--- src/rtl/npc_pkg.sv ---
package npc_pkg;

    // Select code driven by the decoder
    typedef enum logic [1:0] {
        SEL_STEP   = 2'd0,
        SEL_BRANCH = 2'd1,
        SEL_JUMP   = 2'd2,
        SEL_REG    = 2'd3
    } pc_sel_e;

    // Control states
    typedef enum logic [1:0] {
        ST_RUN  = 2'd0,
        ST_SLOT = 2'd1,
        ST_HALT = 2'd2
    } npc_state_e;

    // Source of the next PC value
    typedef enum logic [1:0] {
        SRC_STEP = 2'd0,
        SRC_PEND = 2'd1,
        SRC_HOLD = 2'd2
    } pc_src_e;

endpackage

--- src/rtl/npc_targets.sv ---
module npc_targets #(
    parameter int XLEN  = 32,
    parameter int IDX_W = 26
) (
    input  logic [XLEN-1:0]      pc,
    input  npc_pkg::pc_sel_e     sel,
    input  logic                 br_taken,
    input  logic [XLEN-1:0]      br_offset,
    input  logic [IDX_W-1:0]     jump_index,
    input  logic [XLEN-1:0]      reg_target,
    output logic [XLEN-1:0]      step_addr,
    output logic [XLEN-1:0]      link_addr,
    output logic [XLEN-1:0]      redir_addr,
    output logic                 redirect
);
    import npc_pkg::*;

    localparam int REGION_W = XLEN - IDX_W - 2;
    localparam logic [XLEN-1:0] WORD_BYTES = XLEN'(4);

    logic [XLEN-1:0] br_tgt;
    logic [XLEN-1:0] jmp_tgt;

    always_comb begin
        step_addr = pc + WORD_BYTES;
        link_addr = step_addr + WORD_BYTES;
        br_tgt    = step_addr + (br_offset << 2);
        jmp_tgt   = {step_addr[XLEN-1 -: REGION_W], jump_index, 2'b00};
    end

    always_comb begin
        redirect   = 1'b0;
        redir_addr = step_addr;
        unique case (sel)
            SEL_STEP: begin
                redirect   = 1'b0;
                redir_addr = step_addr;
            end
            SEL_BRANCH: begin
                redirect   = br_taken;
                redir_addr = br_tgt;
            end
            SEL_JUMP: begin
                redirect   = 1'b1;
                redir_addr = jmp_tgt;
            end
            SEL_REG: begin
                redirect   = 1'b1;
                redir_addr = reg_target;
            end
            default: begin
                redirect   = 1'b0;
                redir_addr = step_addr;
            end
        endcase
    end

endmodule

--- src/rtl/npc_ctrl.sv ---
module npc_ctrl (
    input  logic                  clk,
    input  logic                  rst,
    input  logic                  redirect,
    input  logic                  step_is_halt,
    input  logic                  pend_is_halt,
    output npc_pkg::npc_state_e   state,
    output npc_pkg::pc_src_e      src,
    output logic                  capture,
    output logic                  halted
);
    import npc_pkg::*;

    npc_state_e st_q;
    npc_state_e st_d;

    // State register
    always_ff @(posedge clk) begin
        if (rst) begin
            st_q <= ST_RUN;
        end else begin
            st_q <= st_d;
        end
    end

    // Transitions
    always_comb begin
        st_d = st_q;
        unique case (st_q)
            ST_RUN: begin
                if (step_is_halt) begin
                    st_d = ST_HALT;
                end else if (redirect) begin
                    st_d = ST_SLOT;
                end else begin
                    st_d = ST_RUN;
                end
            end
            ST_SLOT: begin
                st_d = pend_is_halt ? ST_HALT : ST_RUN;
            end
            ST_HALT: begin
                st_d = ST_HALT;
            end
            default: begin
                st_d = ST_RUN;
            end
        endcase
    end

    // Outputs
    always_comb begin
        src     = SRC_STEP;
        capture = 1'b0;
        halted  = 1'b0;
        unique case (st_q)
            ST_RUN: begin
                src     = SRC_STEP;
                capture = redirect;
            end
            ST_SLOT: begin
                src = SRC_PEND;
            end
            ST_HALT: begin
                src    = SRC_HOLD;
                halted = 1'b1;
            end
            default: begin
                src = SRC_STEP;
            end
        endcase
    end

    assign state = st_q;

endmodule

--- src/rtl/npc_unit.sv ---
module npc_unit #(
    parameter int               XLEN      = 32,
    parameter int               IDX_W     = 26,
    parameter logic [XLEN-1:0]  RESET_VEC = 32'hBFC0_0000,
    parameter logic [XLEN-1:0]  HALT_ADDR = 32'h0000_0000
) (
    input  logic              clk,
    input  logic              rst,
    input  logic [1:0]        pc_sel,
    input  logic              br_taken,
    input  logic [XLEN-1:0]   br_offset,
    input  logic [IDX_W-1:0]  jump_index,
    input  logic [XLEN-1:0]   reg_target,
    output logic [XLEN-1:0]   pc,
    output logic [XLEN-1:0]   link_addr,
    output logic              halted
);
    import npc_pkg::*;

    logic [XLEN-1:0] pc_q;
    logic [XLEN-1:0] pend_q;
    logic [XLEN-1:0] pc_d;
    logic [XLEN-1:0] step_addr;
    logic [XLEN-1:0] redir_addr;
    logic            redirect;
    logic            capture;
    pc_src_e         src;
    npc_state_e      state;

    npc_targets #(
        .XLEN  (XLEN),
        .IDX_W (IDX_W)
    ) u_targets (
        .pc         (pc_q),
        .sel        (pc_sel_e'(pc_sel)),
        .br_taken   (br_taken),
        .br_offset  (br_offset),
        .jump_index (jump_index),
        .reg_target (reg_target),
        .step_addr  (step_addr),
        .link_addr  (link_addr),
        .redir_addr (redir_addr),
        .redirect   (redirect)
    );

    npc_ctrl u_ctrl (
        .clk          (clk),
        .rst          (rst),
        .redirect     (redirect),
        .step_is_halt (step_addr == HALT_ADDR),
        .pend_is_halt (pend_q == HALT_ADDR),
        .state        (state),
        .src          (src),
        .capture      (capture),
        .halted       (halted)
    );

    always_comb begin
        unique case (src)
            SRC_STEP: pc_d = step_addr;
            SRC_PEND: pc_d = pend_q;
            SRC_HOLD: pc_d = pc_q;
            default:  pc_d = pc_q;
        endcase
    end

    always_ff @(posedge clk) begin
        if (rst) begin
            pc_q   <= RESET_VEC;
            pend_q <= RESET_VEC;
        end else begin
            pc_q <= pc_d;
            if (capture) begin
                pend_q <= redir_addr;
            end
        end
    end

    assign pc = pc_q;

endmodule

--- config.mk ---
export PLATFORM = sky130hd
export DESIGN_NAME = npc_unit
export DESIGN_NICKNAME = d
export VERILOG_FILES = /design/src/rtl/npc_pkg.sv /design/src/rtl/npc_targets.sv /design/src/rtl/npc_ctrl.sv /design/src/rtl/npc_unit.sv
export SDC_FILE = /design/constraint.sdc
export NUM_CORES = 1
export LEC_CHECK = 0
export BUFFER_PORTS_ARGS = -buffer_cell sky130_fd_sc_hd__buf_2
export CAP_MARGIN = 0
export CELL_PAD_IN_SITES_DETAIL_PLACEMENT = 0
export CELL_PAD_IN_SITES_GLOBAL_PLACEMENT = 1
export CORE_MARGIN = 2
export CORE_UTILIZATION = 45
export DETAILED_ROUTE_END_ITERATION = 8
export PLACE_DENSITY_LB_ADDON = 0.08
export RECOVER_POWER = 100
export SYNTH_ARGS = -nofsm -noshare
export SYNTH_HDL_FRONTEND = slang
export SYNTH_HIERARCHICAL = 1
export SYNTH_SLANG_ARGS = --single-unit
--- constraint.sdc ---
create_clock -name clk -period 6.8 [get_ports clk]
set_clock_uncertainty 0.2 [all_clocks]
set_input_delay 0.34 -clock clk [delete_from_list [all_inputs] [get_ports clk]]
set_output_delay 0.34 -clock clk [all_outputs]
set_load 0.01 [all_outputs]
==> flow_summary.toml, run 1 <==
[timing]
slew_headroom_pct = -50.5
hold_violations = 0
fin_tns_setup_ns = 0
finalMaxSlewViolations = 79
timing.final.crit_share_pct = 82.0
rsz0062_at_grt = "false"
finalSetupViolCount = 0
tightest_slew_ns = 2.26
timing.fmax_ghz = 0.179
period_minus_slack_ns = 5.58

[route]
drc_errors = 0
antenna_left = 0
vias = 6396
drtIter0Drc = 506
wl_per_cell_microns = 19.1
viasPerCell = 5.86
routed_wl_mm = 20.8
drtPass1Iterations = 4

[global_route]
overflow = 0
antenna_found_initial = 0
grt_use_total_pct = 25.5
grt_pass1_vias = 5922
grt_max_degree = 67
grt_pass1_wl_mm = 32.7

[synthesis]
syn_inst = 769
yosysSeqAreaShare_pct = 19.5
synth_fp_nets = 900
async_reset_ff_share_pct = 0
avgSynthCellArea_sq_um = 8.82
synth_cell_types = 73
synth_area_sq_um = 6780
ys.flop_type = "dfxtp_1"
synth_edf_count = 0
ys_seq_elements = 66
yosysWarnings = 6

[floorplanning]
die_h_microns = 127
io_pins = 160
row_count = 44
dieWidth_microns = 127
start_util_pct = 46.3
die_area_sq_um = 16100
design.core.area_sq_um = 14600

[setup_path]
critPathCaptureType = "flop"
cp_max_fo = 13
worst_ep_required_time_ns = 6.81
crit_type = "reg2reg"
r2r_start = "pc[2]"
startpoint = "pc[2]"
critical_path_arrival_ns = 5.59
startpoint_type = "flop"

[clocking]
cts.sinks = 66
clk_pin_slew_ns = 0.05
cts_tree = "done"
ctsResizeCount = 0
clock_latency_ns = 0.33
cts_max_level = 3
clockBufferDepth = 2
numCtsBuffers = 9
post_cts_buffers = 0
cts-root-buf = "clkbuf_16"
ctsHoldBuffers = 0

[pwr]
power_density_nw_per_um2 = 162
leakagePower_uw = 0.00322
ir_worst_vdd_mv = 0.126
finalPower_uw = 1250

[final_layout]
fillCellCount = 1461
drive_above_1_share_pct = 21.3
final_cell_mix = "96 x buf_2, 76 x nor2_1, 69 x clkbuf_1"
antennaDiodeCount = 0
areaGrowthSynthToFinish_pct = 13.9
mostFrequentLayoutCell = "buf_2"
nNetsFinal = 1034

[run]
cap_violations = 4

[run_status]
status = "finished with violations"
violations = "capacitance limit, slew limit"

[placement]
port_buffers = 157
routabilityCongestion = 0.855
dp_hpwl_mm = 16.6

[worst_hold_path]
hold_path.class = "in2reg"
worstHoldStart = "reg_target[0]"
==> registers in the layout, indices dropped and copies added, names as in the netlist <==
register,cells
pc,32
u_ctrl/state,2
pend_q,32
==> cell type report <==
class / count / area (sq um) / area share [%]
clock buffers: 14 / 274 / 3.55
clock inverters: 2 / 10.0 / 0.130
inverters: 20 / 75.1 / 0.972
multi-input cells: 634 / 5020 / 64.9
flip-flops and latches: 66 / 1320 / 17.1
well taps: 184 / 230 / 2.98
repair buffers: 172 / 800 / 10.3
==> synthesized netlist by cell type (4+ instances only) <==
cell / number / area share [%]
o22ai_1: 4 / 0.37
mux2i_1: 59 / 8.7
or3_2: 4 / 0.44
a211oi_1: 5 / 0.55
nand2_1: 49 / 2.7
a21oi_1: 32 / 2.4
mux2_2: 22 / 3.7
clkbuf_1: 20 / 1.1
o21ai_0: 19 / 1.4
a211o_1: 11 / 1.4
buf_6: 8 / 1.3
or2_2: 5 / 0.46
nor3_1: 4 / 0.30
nand4_1: 20 / 1.8
xnor2_1: 46 / 5.9
nand3_1: 22 / 1.6
ha_1: 35 / 6.5
and3_1: 12 / 1.1
buf_2: 6 / 0.44
nor3b_1: 4 / 0.44
nor2b_1: 14 / 1.3
mux4_2: 25 / 8.3
dfxtp_1: 66 / 19
a21o_1: 17 / 1.9
o21a_1: 4 / 0.44
inv_1: 19 / 1.1
o211ai_1: 4 / 0.44
a31oi_1: 7 / 0.65
nor4_1: 19 / 1.8
nor2_1: 76 / 4.2
o21bai_1: 10 / 1.1
nand2b_1: 13 / 1.2
buf_4: 11 / 1.2
xor2_1: 28 / 3.6
mux2_4: 10 / 2.2
==> where the power goes <==
group | switching (uW) | internal [uW]
logic | 197 | 173
registers | 34.4 | 413
clock network | 155 | 275
total | 387 | 861
==> metal layers <==
metal | vias up | global-route usage [%] | share of wire (%)
li1 | 3102 | - | -
met1 | 2991 | 40.3 | 51
met2 | 285 | 37.8 | 42
met3 | 18 | 2.19 | 6.1
met4 | 0 | 5.24 | 1.0
met5 | - | 0 | 0
==> kinds of logic (layout without fill, tap and decap cells) <==
family / after synthesis / count (layout) / share of synthesized area [%]
multiplexers: 116 / 116 / 22.9
buffers and inverters: 69 / 208 / 5.61
AO/OA/AOI/OAI: 134 / 134 / 13.4
AND/OR/NAND/NOR: 271 / 271 / 21.2
XOR/XNOR: 77 / 77 / 10.6
adder cells (fa/ha/maj): 36 / 36 / 6.75
flip-flops: 66 / 66 / 19.5
==> worst paths after layout <==
path | endpoint | slack (ns) | cells past startpoint
max reg2reg | pend_q[25] | 1.22 | 14
min reg2reg | pend_q[3] | 0.34 | 2
min | pend_q[0] | 0.21 | 4
max | pend_q[25] | 1.22 | 14
==> through the flow <==
step | area, sq um | std cells | util, % | setup slack [ns] | hold slack, ns
after detailed placement | 7620 | 1076 | 52.0 | 1.36 | 0.316
final | 7730 | 1092 | 52.8 | 1.22 | 0.206
after global placement | 7620 | 1076 | 52.0 | 1.40 | 0.300
after floorplan | 6780 | 769 | - | 2.37 | 0.209
after global routing | 7730 | 1092 | 52.8 | 0.930 | 0.257
after CTS | 7910 | 1092 | 54.0 | 1.34 | 0.196
==> critical path, cell delays in order (launching register included) <==
cell,delay [ns]
dfxtp_1,0.59
ha_1,0.50
nand4_1,0.28
nor2_1,0.24
nand2_1,0.09
xnor2_1,0.56
ha_1,0.42
and3_1,0.19
a31oi_1,0.30
nand3_1,0.24
a221oi_1,0.67
o21ai_0,0.22
xor2_1,0.20
mux4_2,0.48
a211o_1,0.29
Note: power is estimated with default switching activity, not from simulation.
==> run 2, diff against run 1 <==
--- a/config.mk
+++ b/config.mk
@@ -10,7 +10,7 @@
 export CELL_PAD_IN_SITES_DETAIL_PLACEMENT = 0
 export CELL_PAD_IN_SITES_GLOBAL_PLACEMENT = 1
 export CORE_MARGIN = 2
-export CORE_UTILIZATION = 45
+export CORE_UTILIZATION = 37
 export DETAILED_ROUTE_END_ITERATION = 8
 export PLACE_DENSITY_LB_ADDON = 0.08
 export RECOVER_POWER = 100
==> constraint.sdc (replaced) <==
create_clock -name clk -period 5 [get_ports clk]
set_clock_uncertainty 0.2 [all_clocks]
set_input_delay 0.25 -clock clk [delete_from_list [all_inputs] [get_ports clk]]
set_output_delay 0.25 -clock clk [all_outputs]
set_load 0.01 [all_outputs]
==> run 2 against run 1 <==
- the flow still finishes with violations (capacitance limit, slew limit)
- combinational power grew 46%
- global-route usage shrank 2.0 points
- flip-flop and latch count stayed put
- wire length up 14%
- die area rose by 21%
- critical endpoint is now link_addr[31]
==> flow_summary.toml, run 2 (same netlist as run 1, synthesis figures left out) <==
[run_status]
status = "finished with violations"
violations = "capacitance limit, slew limit"

[setup_path]
cpLargestDelayFamily = "simple AND/OR/NAND/NOR gates"
cp_common_cell = "clkbuf_1"
path_cells = "clkbuf_1, and4_1, nand2_1, xnor2_1, clkbuf_1, nor3b_1, nand3_1, or4_4, nor3_2, xor2_1, clkbuf_1"
r2r_slack_ns = 0.26
crit_type = "reg2out"
critPathCaptureType = "output pin"
critical_path_arrival_ns = 4.30
timing.critical_path.buf_inv = 3
critPathSlowestCell = "nor3b_1"
cp_max_fo = 7
startpoint_type = "flop"
worst_ep_required_time_ns = 4.55
cp_slowest_stage_delay_ns = 0.58

[placement]
dp_hpwl_mm = 19.5
place_inst = 1146
port_buffers = 157
pre_cts_ws_ns = 0.230
routabilityCongestion = 0.904

[clocking]
clock_latency_ns = 0.33
clockBufferDepth = 2
ctsHoldBuffers = 0
cts-root-buf = "clkbuf_16"
post_cts_buffers = 0
cts_tree = "done"
numCtsBuffers = 9
clk_pin_slew_ns = 0.05
cts.sinks = 66
cts_max_level = 3

[pwr]
p_clk_share_pct = 34.1
ir_worst_vdd_mv = 0.145
seq_power_share_pct = 34.7
power_density_nw_per_um2 = 216
switching_power_uw = 545
leakagePower_uw = 0.00340
swShare_pct = 31.5
combPwrFrac_pct = 31.3
finalPower_uw = 1730
intPower_uw = 1190

[timing]
timing.final.crit_share_pct = 95.0
finalSetupViolCount = 0
fin_tns_setup_ns = 0
period_minus_slack_ns = 4.75
rsz0062_at_grt = "false"
whs_ns = 0.109
layout_setup_ws_ns = 0.251
hold_violations = 0
tightest_slew_ns = 3.10
finalMaxSlewViolations = 51
timing.fmax_ghz = 0.211
slew_headroom_pct = -107

[route]
routed_wl_mm = 23.7
antenna_left = 0
viasPerCell = 5.62
vias = 6530
drtPass1Iterations = 4
wl_per_cell_microns = 20.4
drtIter0Drc = 405
drc_errors = 0

[run]
cap_violations = 2

[floorplanning]
io_pins = 160
design.core.area_sq_um = 18000
die_h_microns = 139
row_count = 49
die_area_sq_um = 19400
start_util_pct = 37.8
dieWidth_microns = 139

[final_layout]
nNetsFinal = 1059
areaGrowthSynthToFinish_pct = 18.2
mostFrequentLayoutCell = "buf_2"
drive_above_1_share_pct = 24.7
fillCellCount = 1906
antennaDiodeCount = 0
layout.cells.non_filler = 1162
final_cell_mix = "106 x buf_2, 76 x nor2_1, 67 x clkbuf_1"

[worst_hold_path]
hold_path.class = "in2reg"

[global_route]
grt_max_degree = 67
antenna_found_initial = 0
grt_pass1_vias = 6177
grt_use_total_pct = 23.5
grt_pass1_wl_mm = 35.9
overflow = 0
run 2: final timing paths:
kind / start / endpoint / cells past startpoint
setup / recovery: pc[6] / link_addr[31] / 11
hold / removal: reg_target[1] / pend_q[1] / 4
setup reg to reg: pc[12] / pend_q[28] / 15
hold reg to reg: pend_q[18] / pend_q[18] / 2
run 2: repair_timing:
item                                   4_1_cts  5_1_grt
setup endpoints to repair                    0        3
endpoints found under the hold margin        0        0
resized for setup                            0        3
run 2: worst reg2reg max path, delay by kind of cell (launching register included):
kind	cells	cell delay, ns
muxes	1	0.26
xor gates and xnor gates	1	0.31
AOI/OAI and AO/OA	5	1.12
DFF	1	0.48
adders and majority gates	1	0.39
and+or+nand+nor	5	1.32
buffers and inverters	2	0.54
run 2: power by group through the flow:
stage	registers, uW	clock network (uW)	logic, uW
floorplan	602	0	371
global placement	609	0	534
detailed placement	610	0	542
CTS	599	599	545
global route	604	625	588
finish	600	590	541
run 2: cell type report:
cell class              instances  area [sq um]  area share [%]
clock buffers                  14           274            3.42
clock inverters                 2          10.0           0.125
inverters                      20          75.1           0.936
multi-input cells             634          5070            63.2
flip-flops and latches         66          1320            16.5
well taps                     229           287            3.57
repair buffers                197           980            12.2
run 2: metal layers:
| metal | wire (microns) | part of all wire (%) | GRT usage, % | vias up |
|---|---|---|---|---|
| met5 | 0 | 0 | 0 | - |
| met4 | 238 | 1.0 | 4.68 | 0 |
| met3 | 1580 | 6.7 | 2.55 | 17 |
| met2 | 9570 | 40 | 32.4 | 222 |
| met1 | 12300 | 52 | 38.8 | 3134 |
| li1 | - | - | - | 3157 |
run 2: per-stage QoR:
step	cell area (sq um)	utilization, %
final	8020	44.6
after global routing	8020	44.6
after CTS	8160	45.4
after detailed placement	7880	43.9
after global placement	7880	43.9
after floorplan	6780	-
==> run 3, diff against run 2 <==
--- a/config.mk
+++ b/config.mk
@@ -10,7 +10,7 @@
 export CELL_PAD_IN_SITES_DETAIL_PLACEMENT = 0
 export CELL_PAD_IN_SITES_GLOBAL_PLACEMENT = 1
 export CORE_MARGIN = 2
-export CORE_UTILIZATION = 37
+export CORE_UTILIZATION = 41
 export DETAILED_ROUTE_END_ITERATION = 8
 export PLACE_DENSITY_LB_ADDON = 0.08
 export RECOVER_POWER = 100
==> constraint.sdc (replaced) <==
create_clock -name clk -period 4.7 [get_ports clk]
set_clock_uncertainty 0.2 [all_clocks]
set_input_delay 0.235 -clock clk [delete_from_list [all_inputs] [get_ports clk]]
set_output_delay 0.235 -clock clk [all_outputs]
set_load 0.01 [all_outputs]
==> run 3 against run 2 <==
- the flow still finishes with violations (capacitance limit, slew limit)
- hold slack lost 0.032 ns
- design area grew 3.1%
- non-clock buffer count grew 22
- global-route usage grew 2.8 points
- combinational power grew 9.2%
- critical path depth grew 2
- sequential power grew 6.2%
- largest cell class unchanged
==> flow_summary.toml, run 3 (same netlist as run 1, synthesis figures left out) <==
[global_route]
busiest_layer = "met1"
antenna_found_initial = 0
grt_use_total_pct = 26.3
grt_pass1_vias = 6167
grt_max_degree = 67
grt_util_met2_pct = 36.2
grt_pass1_wl_mm = 35.8
overflow = 0
grt_use_met3_pct = 3.41
grtUsageMet1_pct = 43.1

[run_status]
violations = "capacitance limit, slew limit"
status = "finished with violations"

[clocking]
clk_pin_slew_ns = 0.06
numCtsBuffers = 9
cts.sinks = 66
ctsHoldBuffers = 0
clock_latency_ns = 0.33
clockBufferDepth = 2
cts_max_level = 3
cts-root-buf = "clkbuf_16"
cts_tree = "done"

[setup_path]
startpoint = "pc[14]"
critical_path_arrival_ns = 4.55
startpoint_type = "flop"
critPathCaptureType = "flop"
path_cells = "inv_1, or4_4, or3_2, nand2_1, ha_1, and3_1, and3_1, a22o_1, o31a_1, a21oi_1, xnor2_1, mux4_2, a211o_1"
cp_max_fo = 10
cp_slowest_stage_delay_ns = 0.63
cp_common_cell = "and3_1"
critPathSlowestCell = "or4_4"
worst_ep_required_time_ns = 4.71
crit_type = "reg2reg"
r2r_start = "pc[14]"

[placement]
place_inst = 1157
routabilityCongestion = 0.911
place_area_sq_um = 8000
port_buffers = 157
dp_hpwl_mm = 19.5

[final_layout]
postLayoutCellArea_sq_um = 8270
antennaDiodeCount = 0
nNetsFinal = 1081
areaGrowthSynthToFinish_pct = 21.8
drive_above_1_share_pct = 30.2
layout.cells.non_filler = 1174
postLayoutCoreUtil_pct = 50.6
final_cell_mix = "127 x buf_2, 76 x nor2_1, 66 x dfxtp_1"
mostFrequentLayoutCell = "buf_2"

[route]
drc_errors = 0
vias = 6602
drtPass1Iterations = 5
viasPerCell = 5.62
routed_wl_mm = 23.6
drtIter0Drc = 413
wl_per_cell_microns = 20.1
antenna_left = 0

[floorplanning]
die_area_sq_um = 17600
row_count = 47
io_pins = 160
design.core.area_sq_um = 16300
die_h_microns = 133
dieWidth_microns = 133
start_util_pct = 41.5

[timing]
tightest_slew_ns = 3.62
timing.fmax_ghz = 0.220
finalSetupViolCount = 0
fin_tns_setup_ns = 0
hold_violations = 0
timing.final.crit_share_pct = 96.6
slew_headroom_pct = -142
period_minus_slack_ns = 4.54
finalMaxSlewViolations = 57

[pwr]
leakagePower_uw = 0.00362
power_density_nw_per_um2 = 227
ir_worst_vdd_mv = 0.163

[worst_hold_path]
hold_path.class = "in2reg"
worstHoldStart = "reg_target[1]"

[run]
cap_violations = 2
## run 3: changes by cell type in the layout (fill, tap and decap cells not counted), moves of 3 or more
cell / before / now
buf_2: 106 / 127
clkbuf_1: 67 / 40
buf_4: 24 / 53
o21ai_0: 19 / 16
o21ai_1: 0 / 3
## run 3: stage by stage
stage / hold WS [ns] / setup slack (ns) / total power [uW]
4_1_cts: 0.0643 / 0.158 / 1880
3_5_place_dp: 0.312 / 0.189 / 1230
6_report: 0.0767 / 0.158 / 1880
3_3_place_gp: 0.302 / 0.195 / 1220
5_1_grt: 0.120 / -0.0335 / 1970
2_1_floorplan: 0.104 / 0.265 / 1040
## run 3: power by group
part	switching, uW	leakage (uW)	internal, uW	total [uW]
combinational	314	0.00293	276	591
sequential	38.9	0.000540	598	637
clock	229	0.000142	420	649
total	582	0.00362	1290	1880
## run 3: worst paths after layout
kind,slack (ns),cells after the start,to
hold reg to reg,0.34,2,pend_q[3]
hold / removal,0.08,4,pend_q[1]
setup / recovery,0.16,13,pend_q[27]
setup reg to reg,0.16,13,pend_q[27]
## run 3: layout make-up
class                   instances  area, sq um
clock buffers                  12          246
fillers                      1691         8080
flip-flops and latches         66         1320
multi-input cells             634         5130
clock inverters                 3         40.0
well taps                     220          275
repair buffers                219         1180
inverters                      20         75.1
## run 3: metal layers
layer / up-vias / share of wire (%)
li1: 3193 / -
met1: 3190 / 53
met2: 207 / 40
met3: 12 / 5.2
met4: 0 / 0.88
met5: - / 0
## run 3: critical path, delay by kind of cell, from the launching register on
family	cells	cell delay, ns
adders and majority gates	1	0.34
xor gates and xnor gates	1	0.09
buffers and inverters	1	0.13
DFF	1	0.41
AOI/OAI and AO/OA	4	1.04
muxes	1	0.47
and+or+nand+nor	5	1.74
## run 3: repair_timing
action,4_1_cts,5_1_grt
buffers inserted,0,2
endpoints found under the setup margin,0,7
resized for setup,0,12
